[src/rtl/alm_pkg.sv]
package alm_pkg;
    localparam logic DIR_INWARD = 1'b0;

    typedef enum logic {
        LIM_CLEAR,
        LIM_HELD
    } lim_state_t;

    typedef enum logic [1:0] {
        REF_IDLE,
        REF_ARMED,
        REF_FIRE,
        REF_SPENT
    } ref_state_t;
endpackage

[src/rtl/alm_sync.sv]
module alm_sync #(
    parameter int STAGES = 2,
    parameter int WIDTH  = 3
) (
    input  logic             clk,
    input  logic             rst_n,
    input  logic [WIDTH-1:0] d,
    output logic [WIDTH-1:0] q
);
    logic [WIDTH-1:0] stage_q [STAGES];

    for (genvar s = 0; s < STAGES; s++) begin : g_stage
        if (s == 0) begin : g_first
            always_ff @(posedge clk or negedge rst_n) begin
                if (!rst_n) stage_q[s] <= '0;
                else        stage_q[s] <= d;
            end
        end else begin : g_next
            always_ff @(posedge clk or negedge rst_n) begin
                if (!rst_n) stage_q[s] <= '0;
                else        stage_q[s] <= stage_q[s-1];
            end
        end
    end

    assign q = stage_q[STAGES-1];
endmodule

[src/rtl/alm_limit_latch.sv]
module alm_limit_latch
    import alm_pkg::*;
(
    input  logic clk,
    input  logic rst_n,
    input  logic in_lim,
    input  logic out_lim,
    input  logic move_out,
    output logic blocked
);
    lim_state_t state_q, state_d;
    logic       dir_q;
    logic       dir_flip;
    logic       ahead;

    assign dir_flip = (move_out != dir_q);
    assign ahead    = (move_out == DIR_INWARD) ? in_lim : out_lim;

    always_ff @(posedge clk or negedge rst_n) begin
        if (!rst_n) begin
            state_q <= LIM_CLEAR;
            dir_q   <= DIR_INWARD;
        end else begin
            state_q <= state_d;
            dir_q   <= move_out;
        end
    end

    always_comb begin
        state_d = state_q;
        unique case (state_q)
            LIM_CLEAR: if (!dir_flip && ahead) state_d = LIM_HELD;
            LIM_HELD:  if (dir_flip)           state_d = LIM_CLEAR;
            default:                           state_d = LIM_CLEAR;
        endcase
    end

    always_comb begin
        blocked = (state_q == LIM_HELD);
    end
endmodule

[src/rtl/alm_ref_fsm.sv]
module alm_ref_fsm
    import alm_pkg::*;
#(
    parameter int FILL_CYCLES = 2
) (
    input  logic clk,
    input  logic rst_n,
    input  logic ref_lvl,
    input  logic moving_in,
    output logic pulse
);
    localparam int CW = $clog2(FILL_CYCLES + 1);
    localparam logic [CW-1:0] FILL_DONE = CW'(FILL_CYCLES);

    ref_state_t    state_q, state_d;
    logic [CW-1:0] fill_q;
    logic          filled;

    assign filled = (fill_q == FILL_DONE);

    always_ff @(posedge clk or negedge rst_n) begin
        if (!rst_n) begin
            state_q <= REF_IDLE;
            fill_q  <= '0;
        end else begin
            state_q <= state_d;
            if (!filled) fill_q <= fill_q + 1'b1;
        end
    end

    always_comb begin
        state_d = state_q;
        unique case (state_q)
            REF_IDLE:  if (filled && !ref_lvl) state_d = REF_ARMED;
            REF_ARMED: if (ref_lvl)            state_d = moving_in ? REF_FIRE : REF_SPENT;
            REF_FIRE:                          state_d = REF_SPENT;
            REF_SPENT: if (!ref_lvl)           state_d = REF_ARMED;
            default:                           state_d = REF_IDLE;
        endcase
    end

    always_comb begin
        pulse = (state_q == REF_FIRE);
    end
endmodule

[src/rtl/axis_limit_monitor.sv]
module axis_limit_monitor
    import alm_pkg::*;
#(
    parameter int SYNC_STAGES = 2
) (
    input  logic clk,
    input  logic rst_n,
    input  logic lim_a_raw,
    input  logic lim_b_raw,
    input  logic zero_raw,
    input  logic move_out,
    input  logic running,
    input  logic cfg_swap,
    input  logic cfg_zero_present,
    output logic limit_hit,
    output logic pos_clear
);
    localparam int NSW = 3;

    logic [NSW-1:0] raw_sw, sync_sw;
    logic           in_lim_s, out_lim_s, ref_lvl;

    assign raw_sw = {zero_raw, lim_b_raw, lim_a_raw};

    alm_sync #(.STAGES(SYNC_STAGES), .WIDTH(NSW)) u_sync (
        .clk   (clk),
        .rst_n (rst_n),
        .d     (raw_sw),
        .q     (sync_sw)
    );

    assign in_lim_s  = cfg_swap ? sync_sw[1] : sync_sw[0];
    assign out_lim_s = cfg_swap ? sync_sw[0] : sync_sw[1];
    assign ref_lvl   = cfg_zero_present ? sync_sw[2] : in_lim_s;

    alm_limit_latch u_latch (
        .clk      (clk),
        .rst_n    (rst_n),
        .in_lim   (in_lim_s),
        .out_lim  (out_lim_s),
        .move_out (move_out),
        .blocked  (limit_hit)
    );

    alm_ref_fsm #(.FILL_CYCLES(SYNC_STAGES)) u_ref (
        .clk       (clk),
        .rst_n     (rst_n),
        .ref_lvl   (ref_lvl),
        .moving_in (running && (move_out == DIR_INWARD)),
        .pulse     (pos_clear)
    );
endmodule

[config.mk]
export PLATFORM = sky130hd
export DESIGN_NAME = axis_limit_monitor
export DESIGN_NICKNAME = d
export VERILOG_FILES = /design/src/rtl/alm_pkg.sv /design/src/rtl/alm_sync.sv /design/src/rtl/alm_limit_latch.sv /design/src/rtl/alm_ref_fsm.sv /design/src/rtl/axis_limit_monitor.sv
export SDC_FILE = /design/constraint.sdc
export NUM_CORES = 1
export LEC_CHECK = 0
export BUFFER_PORTS_ARGS = -buffer_cell sky130_fd_sc_hd__buf_2
export CORE_MARGIN = 3
export CORE_UTILIZATION = 35
export CTS_CLUSTER_DIAMETER = 120
export DETAILED_ROUTE_END_ITERATION = 8
export GPL_ROUTABILITY_DRIVEN = 0
export HOLD_SLACK_MARGIN = 0.06
export PLACE_DENSITY = 0.59
export SLEW_MARGIN = 20
export SYNTH_ARGS = -nofsm -noshare
export SYNTH_HDL_FRONTEND = slang
export SYNTH_SLANG_ARGS = --single-unit
[constraint.sdc]
create_clock -name clk -period 1.6 [get_ports clk]
set_input_delay 0.24 -clock clk [delete_from_list [all_inputs] [get_ports clk]]
set_output_delay 0.24 -clock clk [all_outputs]
set_load 0.1 [all_outputs]
Yosys cells after proc, flatten, opt, wreduce, memory -nomap -nowiden
Cells that the tools add are included.
{"block": "classes", "n_eq_ne": 8, "add_sub_neg": 1, "reduce_logical": 7, "mux": 12, "bitwise_logic": 2}
{"op": "2-bit case mux with 4 select lines", "count": 1}
{"op": "1-bit two-way mux", "count": 7}
{"op": "2-bit equality test (second input constant)", "count": 3}
{"op": "2-bit two-way mux", "count": 3}
{"op": "2-bit by 1-bit inequality test with 1-bit output (second input constant)", "count": 2}
{"op": "1-bit logical AND", "count": 3}
{"op": "3-bit AND reduction", "count": 1}
{"op": "2-bit by 1-bit adder with 2-bit output (second input constant)", "count": 1}
{"op": "2-bit by 1-bit equality test with 1-bit output (second input constant)", "count": 1}
{"op": "1-bit logical NOT", "count": 2}
{"op": "2-bit logical NOT", "count": 1}
{"op": "2-bit inequality test (second input constant)", "count": 1}
{"op": "1-bit inverter", "count": 2}
{"op": "1-bit case mux with 2 select lines", "count": 1}
{"op": "1-bit inequality test", "count": 1}
{"block": "word_totals", "elab_cells": 36, "reg_bits": 12, "in_bits": 9}

Longest topological paths before layout
Gate-level depths: netlist (run 1).
{"block": "logic_depth", "depth_word": 6, "depth_mapped": 6, "ltp_nobuf": 6}

Modules after synthesis
A second synthesis (run 1) with hierarchy kept.
{"block": "unflattened", "hier_cells": 42, "area_unflattened_um2": 563.0}
{"mod": "alm_ref_fsm", "instances": 1, "cells_each": 23, "area_per_inst_um2": 269.0, "seq_area_each_um2": 100.1}
{"mod": "alm_sync", "instances": 1, "cells_each": 9, "area_per_inst_um2": 172.7, "seq_area_each_um2": 150.1}
{"mod": "alm_limit_latch", "instances": 1, "cells_each": 6, "area_per_inst_um2": 77.6, "seq_area_each_um2": 50.0}
{"mod": "axis_limit_monitor", "instances": 1, "cells_each": 4, "area_per_inst_um2": 43.8, "seq_area_each_um2": 0.0}

Least setup slack after synthesis (run 1)
No wires, ideal clock.
{"block": "synth_timing", "path_type": "reg-to-reg", "from": "register u_ref.state_q[0]", "to": "register u_ref.state_q[0]", "setup_slack_ns": -0.110, "arrival_ns": 1.631, "period_less_slack_ns": 1.710, "stages_incl_launch_ff": 5, "required_ns": 1.521, "n_path_buf": 0, "cell_sequence": "dfrtp_1 > inv_1 > ha_1 > and3b_1 > mux2i_1"}
{"block": "synth_via", "word_cells_on_any_way": 9}
{"element": "start: declaration", "line": "alm_ref_fsm.sv:15", "source": "ref_state_t state_q, state_d;"}
{"element": "start signal: assignment", "line": "alm_ref_fsm.sv:26", "source": "state_q <= state_d;"}
{"element": "2-bit equality test"}
{"element": "named net pos_clear", "line": "axis_limit_monitor.sv:16", "source": "output logic pos_clear"}
{"element": "2-bit case mux with 4 select lines", "line": "alm_ref_fsm.sv:33", "source": "unique case (state_q)"}
The timed path passes the listed nets, and every way through them passes these cells.
A chain may end at the register's enable or synchronous reset.

Worst setup path in the final report (run 1)
{"block": "layout_timing", "from": "register u_ref.state_q[1]", "to": "register u_ref.state_q[1]"}
{"block": "layout_via", "elab_chain_len": 3, "word_cells_on_any_way": 9}
{"element": "2-bit equality test, or another cell as far along", "line": "alm_ref_fsm.sv:33"}
{"element": "2-bit inequality test (no source line) / 2-bit by 1-bit inequality test with 1-bit output (equally long branches)"}
{"element": "3-bit AND reduction (no source line)"}
Several ways; a longest one is shown, not always the timed one.

==> results.sh, run 1 <==
export IMPL_place_hpwl_um=661
export IMPL_endpoint_kind="flip-flop"
export IMPL_fin_skew_ns=0.000993
export IMPL_crit_start="u_ref.state_q[1]"
export IMPL_synth_area_leaders="dfrtp_1, ha_1, inv_1"
export IMPL_wire_per_inst_um=10.6
export IMPL_synth_compound_area_share_pct=8.06
export IMPL_dr_pass1_iters=2
export IMPL_die_width_um=45.4
export IMPL_grt_overflow=0
export IMPL_path_clk_slew_ns=0.07
export IMPL_rows=13
export IMPL_nNetsFinal=82
export IMPL_relSlewSlack_pct=67.8
export IMPL_tightestPinTransition_ns=0.486
export IMPL_hp_class="primary input to flip-flop"
export IMPL_cts_tree="done"
export IMPL_start_util_pct=39.3
export IMPL_fin_cells=82
export IMPL_clock_latency_ns=0.27
export IMPL_arrival_ns=1.68
export IMPL_numCtsBuffers=3
export IMPL_hold_viol=0
export IMPL_post_route_period_util_pct=95.5
export IMPL_p_per_area_nw_per_um2=1470
export IMPL_syn_area_um2=543
export IMPL_critical_path_required_ns=1.76
export IMPL_drcViolationCount=0
export IMPL_run_status="complete, no violations"
export IMPL_cts_sinks=12
export IMPL_synth_simple_area_share_pct=8.53
export IMPL_yosysWarnings=0
export IMPL_grt_max_degree=13
export IMPL_synth_top_family_by_area="adder cells"
export IMPL_yosys_area_top_type_share_pct=55.3
export IMPL_final_cell_mix="dfrtp_1, buf_2, inv_1"
export IMPL_synth_fp_nets=59
export IMPL_finalMaxSlewViolations=0
export IMPL_die_h_um=45.4
export IMPL_fmax_mhz=655
export IMPL_synthAdderAreaFrac_pct=11.5
export IMPL_power_mw=1.12
export IMPL_cts_root_buf="clkbuf_4"
export IMPL_synthCells=45
export IMPL_dp_cells=73
export IMPL_fin_util_pct=55.3
export IMPL_hold_depth=1
export IMPL_start_kind="flip-flop"
export IMPL_clockBufferDepth=2
export IMPL_yosysSeqAreaShare_pct=55.3
export IMPL_hold_start="move_out"
export IMPL_io_buffer_count=10
export IMPL_ant_nets=0
export IMPL_viasPerCell=4.61
export IMPL_grt_pass1_wl_mm=1.49
export IMPL_r2r_start="u_ref.state_q[1]"
export IMPL_grt_pass1_vias=387
export IMPL_syn_to_final_growth_pct=40.8
export IMPL_antennaDiodeCount=0
export IMPL_die_area_um2=2060
export IMPL_layout_commonest_cell="dfrtp_1"
export IMPL_synth_distinct_cells=18
export IMPL_io_pins=11
export IMPL_antenna_found_initial=0
export IMPL_min_to="u_latch.dir_q"
export IMPL_grt_usage_pct=10.6
export IMPL_reg2regPathDepth=6
export IMPL_ys_ff_latch=12
export IMPL_timing_rr_end="u_ref.state_q[1]"
export IMPL_crit_fanout=4
export IMPL_timing_max_cap_violations=0
export IMPL_drive_gt1_share_pct=41.8
export IMPL_coreArea_um2=1380
export IMPL_drt_iter0_drc=4
export IMPL_num_vias=378
export IMPL_synth_top_cell_by_area="dfrtp_1"
export IMPL_synth_xor_area_share_pct=3.23
export IMPL_leakage_nw=0.386
export IMPL_finalWirelength_um=872
export IMPL_setup_violations=0
export IMPL_post_route_min_period_ns=1.53
export IMPL_syn_area_per_cell_um2=12.1
export IMPL_r2r_slack_ns=0.07
export IMPL_ir_drop_mv=0.658
export IMPL_criticalPathCategory="flip-flop to flip-flop"
export IMPL_fill_cells=124
export IMPL_h_tree_depth=1
export IMPL_synth_area_mux_share_pct=8.53
area by class of cell:
type,count,area [µm²],share of cell area [%]
clock buffer,4,36.3,4.75
inverter,7,26.3,3.44
multi-input combinational,26,248,32.4
sequential,12,300,39.3
tap,15,18.8,2.45
timing repair buffer,18,135,17.7
power breakdown:
part	leakage (nW)	switching (mW)	internal, mW
Combinational	0.226	0.269	0.245
Clock	0.0210	0.0949	0.138
Sequential	0.139	0.0340	0.342
metal layers:
metal  routed length (µm)  share of wire, %  track usage [%]
met4                   29               3.3             12.3
met1                  389                45             13.0
met2                  419                48             14.5
met3                   33               3.8             1.58
met5                    0                 0                0
synth_stat cells (all sizes together):
library cell and count:
ha 5, xor2 1, and3b 1, nand2b 2, dfrtp 12, mux2i 2, o221ai 1, a21oi 1
inv 7, o21ai 3, mux2 2, xnor2 1, nor2 1, a32oi 1, nand3 2, nand2 3
cell families after synthesis:
group,after synthesis
AOI/OAI and AO/OA,6
xor gates and xnor gates,2
and+or+nand+nor,9
adders and majority gates,5
DFF,12
muxes,4
buffers and inverters,7
sequential cells by signal, summed over array words and instances (netlist names):
signal and cells:
u_ref.state_q 2, u_latch.blocked 1, u_ref.fill_q 2, u_latch.dir_q 1
u_sync.stage_q 3, u_sync.q 3
repair_timing:
item,4_1_cts,5_1_grt
endpoints found under the hold margin,12,3
endpoints found under the setup margin,1,1
pin swaps,1,2
setup buffers,1,0
hold buffers,1,3
resized for setup,2,6
worst max-delay path by stage:
stage | endpoint | slack, ns
after floorplan | u_ref.state_q[1] | 0.05
after global placement | u_ref.state_q[1] | 0.02
after detailed placement | u_ref.state_q[1] | -0.03
after CTS | u_ref.state_q[1] | 0.0006
after global routing | u_ref.state_q[1] | -0.001
final | u_ref.state_q[1] | 0.07
per-stage QoR:
step                setup TNS, ns  hold WS, ns  worst slack, ns  instance area, µm²
floorplan                       0      -0.0556           0.0476                 546
global placement                0        0.123           0.0211                 652
detailed placement        -0.0263        0.124          -0.0263                 652
CTS                             0       0.0617         0.000588                 711
global route             -0.00105        0.118         -0.00105                 764
finish                          0        0.139           0.0721                 764
worst max-delay path, cell delays in order (launching register included):
cell and delay (ns):
dfrtp_1 0.43, inv_2 0.10, ha_2 0.17, inv_1 0.05
a32oi_1 0.21, o221ai_2 0.15, mux2_4 0.31
No activity file was read; power rests on OpenSTA's default activity.
==> run 2, diff against run 1 <==
--- a/config.mk
+++ b/config.mk
@@ -13,6 +13,7 @@
 export GPL_ROUTABILITY_DRIVEN = 0
 export HOLD_SLACK_MARGIN = 0.06
 export PLACE_DENSITY = 0.59
+export SETUP_SLACK_MARGIN = 0.1
 export SLEW_MARGIN = 20
 export SYNTH_ARGS = -nofsm -noshare
 export SYNTH_HDL_FRONTEND = slang
==> run 2 against run 1 <==
  * Sequential power is 2% higher
  * Global-route usage is 0.88 points higher
  * Fmax up 0.23%
  * Flip-flop and latch count unchanged
  * Clock power about the same
  * Final cell count up 1.2%
  * Combinational power increased by 17%
  * Non-clock buffer count grew 1
  * Setup slack improved by 0.0035 ns
  * Final area increased by 5.7%
  * Sequential share of layout area fell by 2.0 points
  * Largest power group unchanged
==> results.sh, run 2 (synthesized netlist as in run 1, its figures left out) <==
export IMPL_run_status="complete, no violations"
export IMPL_viasPerCell=4.58
export IMPL_fin_setup_tns_ns=0
export IMPL_seq_area_um2=302
export IMPL_cts_sinks=12
export IMPL_setup_violations=0
export IMPL_cts_tree="done"
export IMPL_reg2regPathDepth=6
export IMPL_relSlewSlack_pct=68.0
export IMPL_crit_chain="inv_2, ha_4, nor2_2, a32oi_2, o221ai_2, mux2_4"
export IMPL_grt_usage_pct=11.5
export IMPL_ir_drop_mv=0.705
export IMPL_numCtsBuffers=3
export IMPL_final_cell_mix="dfrtp_1, buf_2, buf_4"
export IMPL_nNetsFinal=83
export IMPL_drt_iter0_drc=2
export IMPL_io_pins=11
export IMPL_die_width_um=45.4
export IMPL_finalWirelength_um=971
export IMPL_r2r_slack_ns=0.08
export IMPL_ant_nets=0
export IMPL_power_mw=1.22
export IMPL_drcViolationCount=0
export IMPL_multi_input_area_um2=285
export IMPL_criticalPathCategory="flip-flop to flip-flop"
export IMPL_max_stage_delay_ns=0.40
export IMPL_grt_pass1_wl_mm=1.62
export IMPL_timing_max_cap_violations=0
export IMPL_grt_busiest_layer="met2"
export IMPL_clockBufferDepth=2
export IMPL_fill_cells=126
export IMPL_drive_gt1_share_pct=52.9
export IMPL_rows=13
export IMPL_timing_rr_end="u_ref.state_q[1]"
export IMPL_hold_depth=1
export IMPL_layout_commonest_cell="dfrtp_1"
export IMPL_grt_pass1_vias=402
export IMPL_met1_usage_pct=12.9
export IMPL_coreArea_um2=1380
export IMPL_grt_overflow=0
export IMPL_fin_skew_ns=0.00291
export IMPL_die_h_um=45.4
export IMPL_finalMaxSlewViolations=0
export IMPL_crit_buf_inv=1
export IMPL_use_met3_pct=3.56
export IMPL_p_per_area_nw_per_um2=1510
export IMPL_antennaDiodeCount=0
export IMPL_fin_cells=83
export IMPL_die_area_um2=2060
export IMPL_rsz0062_at_grt="yes"
export IMPL_post_route_period_util_pct=95.3
export IMPL_h_tree_depth=1
export IMPL_grtUsageMet2_pct=18.7
export IMPL_arrival_ns=1.68
export IMPL_start_kind="flip-flop"
export IMPL_hp_class="primary input to flip-flop"
export IMPL_io_buffer_count=10
export IMPL_hold_viol=0
export IMPL_tightestPinTransition_ns=0.484
export IMPL_critical_path_required_ns=1.75
export IMPL_hold_slack_ns=0.0869
export IMPL_crit_fanout=3
export IMPL_critPathSlowestCell="dfrtp_1"
export IMPL_dp_cells=71
export IMPL_endpoint_kind="flip-flop"
export IMPL_min_to="u_sync.stage_q[5]"
export IMPL_post_route_min_period_ns=1.52
export IMPL_leakage_nw=0.396
export IMPL_hold_start="zero_raw"
export IMPL_antenna_found_initial=0
export IMPL_num_vias=380
export IMPL_fmax_mhz=656
export IMPL_r2r_start="u_ref.state_q[1]"
export IMPL_dr_pass1_iters=3
export IMPL_path_clk_slew_ns=0.07
export IMPL_grt_max_degree=13
export IMPL_clock_latency_ns=0.26
export IMPL_syn_to_final_growth_pct=48.8
export IMPL_start_util_pct=39.3
export IMPL_crit_family="flip-flops"
export IMPL_cts_root_buf="clkbuf_4"
export IMPL_wire_per_inst_um=11.7
## run 2: cell type report
type / instances / area share, %
timing repair buffer: 19 / 17.3
inverter: 7 / 3.25
multi-input combinational: 26 / 35.3
clock buffer: 4 / 4.49
tap: 15 / 2.32
sequential: 12 / 37.3
## run 2: worst max-delay path by stage
stage / startpoint / cells past startpoint / slack (ns) / to
floorplan: u_ref.fill_q[0] / 6 / 0.13 / u_ref.state_q[1]
global placement: u_ref.fill_q[0] / 6 / 0.04 / u_ref.state_q[1]
detailed placement: u_ref.fill_q[0] / 6 / 0.04 / u_ref.state_q[1]
CTS: u_ref.fill_q[0] / 6 / 0.10 / u_ref.state_q[1]
global route: u_ref.state_q[1] / 6 / 0.05 / u_ref.state_q[1]
finish: u_ref.state_q[1] / 6 / 0.08 / u_ref.state_q[1]
## run 2: through the flow
stage	setup slack [ns]	instance area (µm²)	utilization [%]
detailed placement	0.0359	639	46.2
CTS	0.100	757	54.8
finish	0.0756	808	58.5
floorplan	0.126	548	-
global placement	0.0426	639	46.2
global route	0.0465	808	58.5
## run 2: routing by layer
layer | routed length [µm] | vias to the layer above
met5 | 0 | -
met4 | 14 | 0
met3 | 35 | 2
met2 | 494 | 7
met1 | 426 | 177
li1 | - | 194
## run 2: where the power goes
group	internal [mW]	switching, mW
Clock	0.138	0.0958
Combinational	0.292	0.312
Sequential	0.345	0.0386
Total	0.775	0.447
## run 2: timing repair
item | in CTS | in global routing
hold endpoints to repair | 12 | 2
buffers inserted | 4 | 2
pin swaps | 4 | 5
endpoints found under the setup margin | 1 | 2
gates resized for setup | 8 | 7
hold buffers | 1 | 2
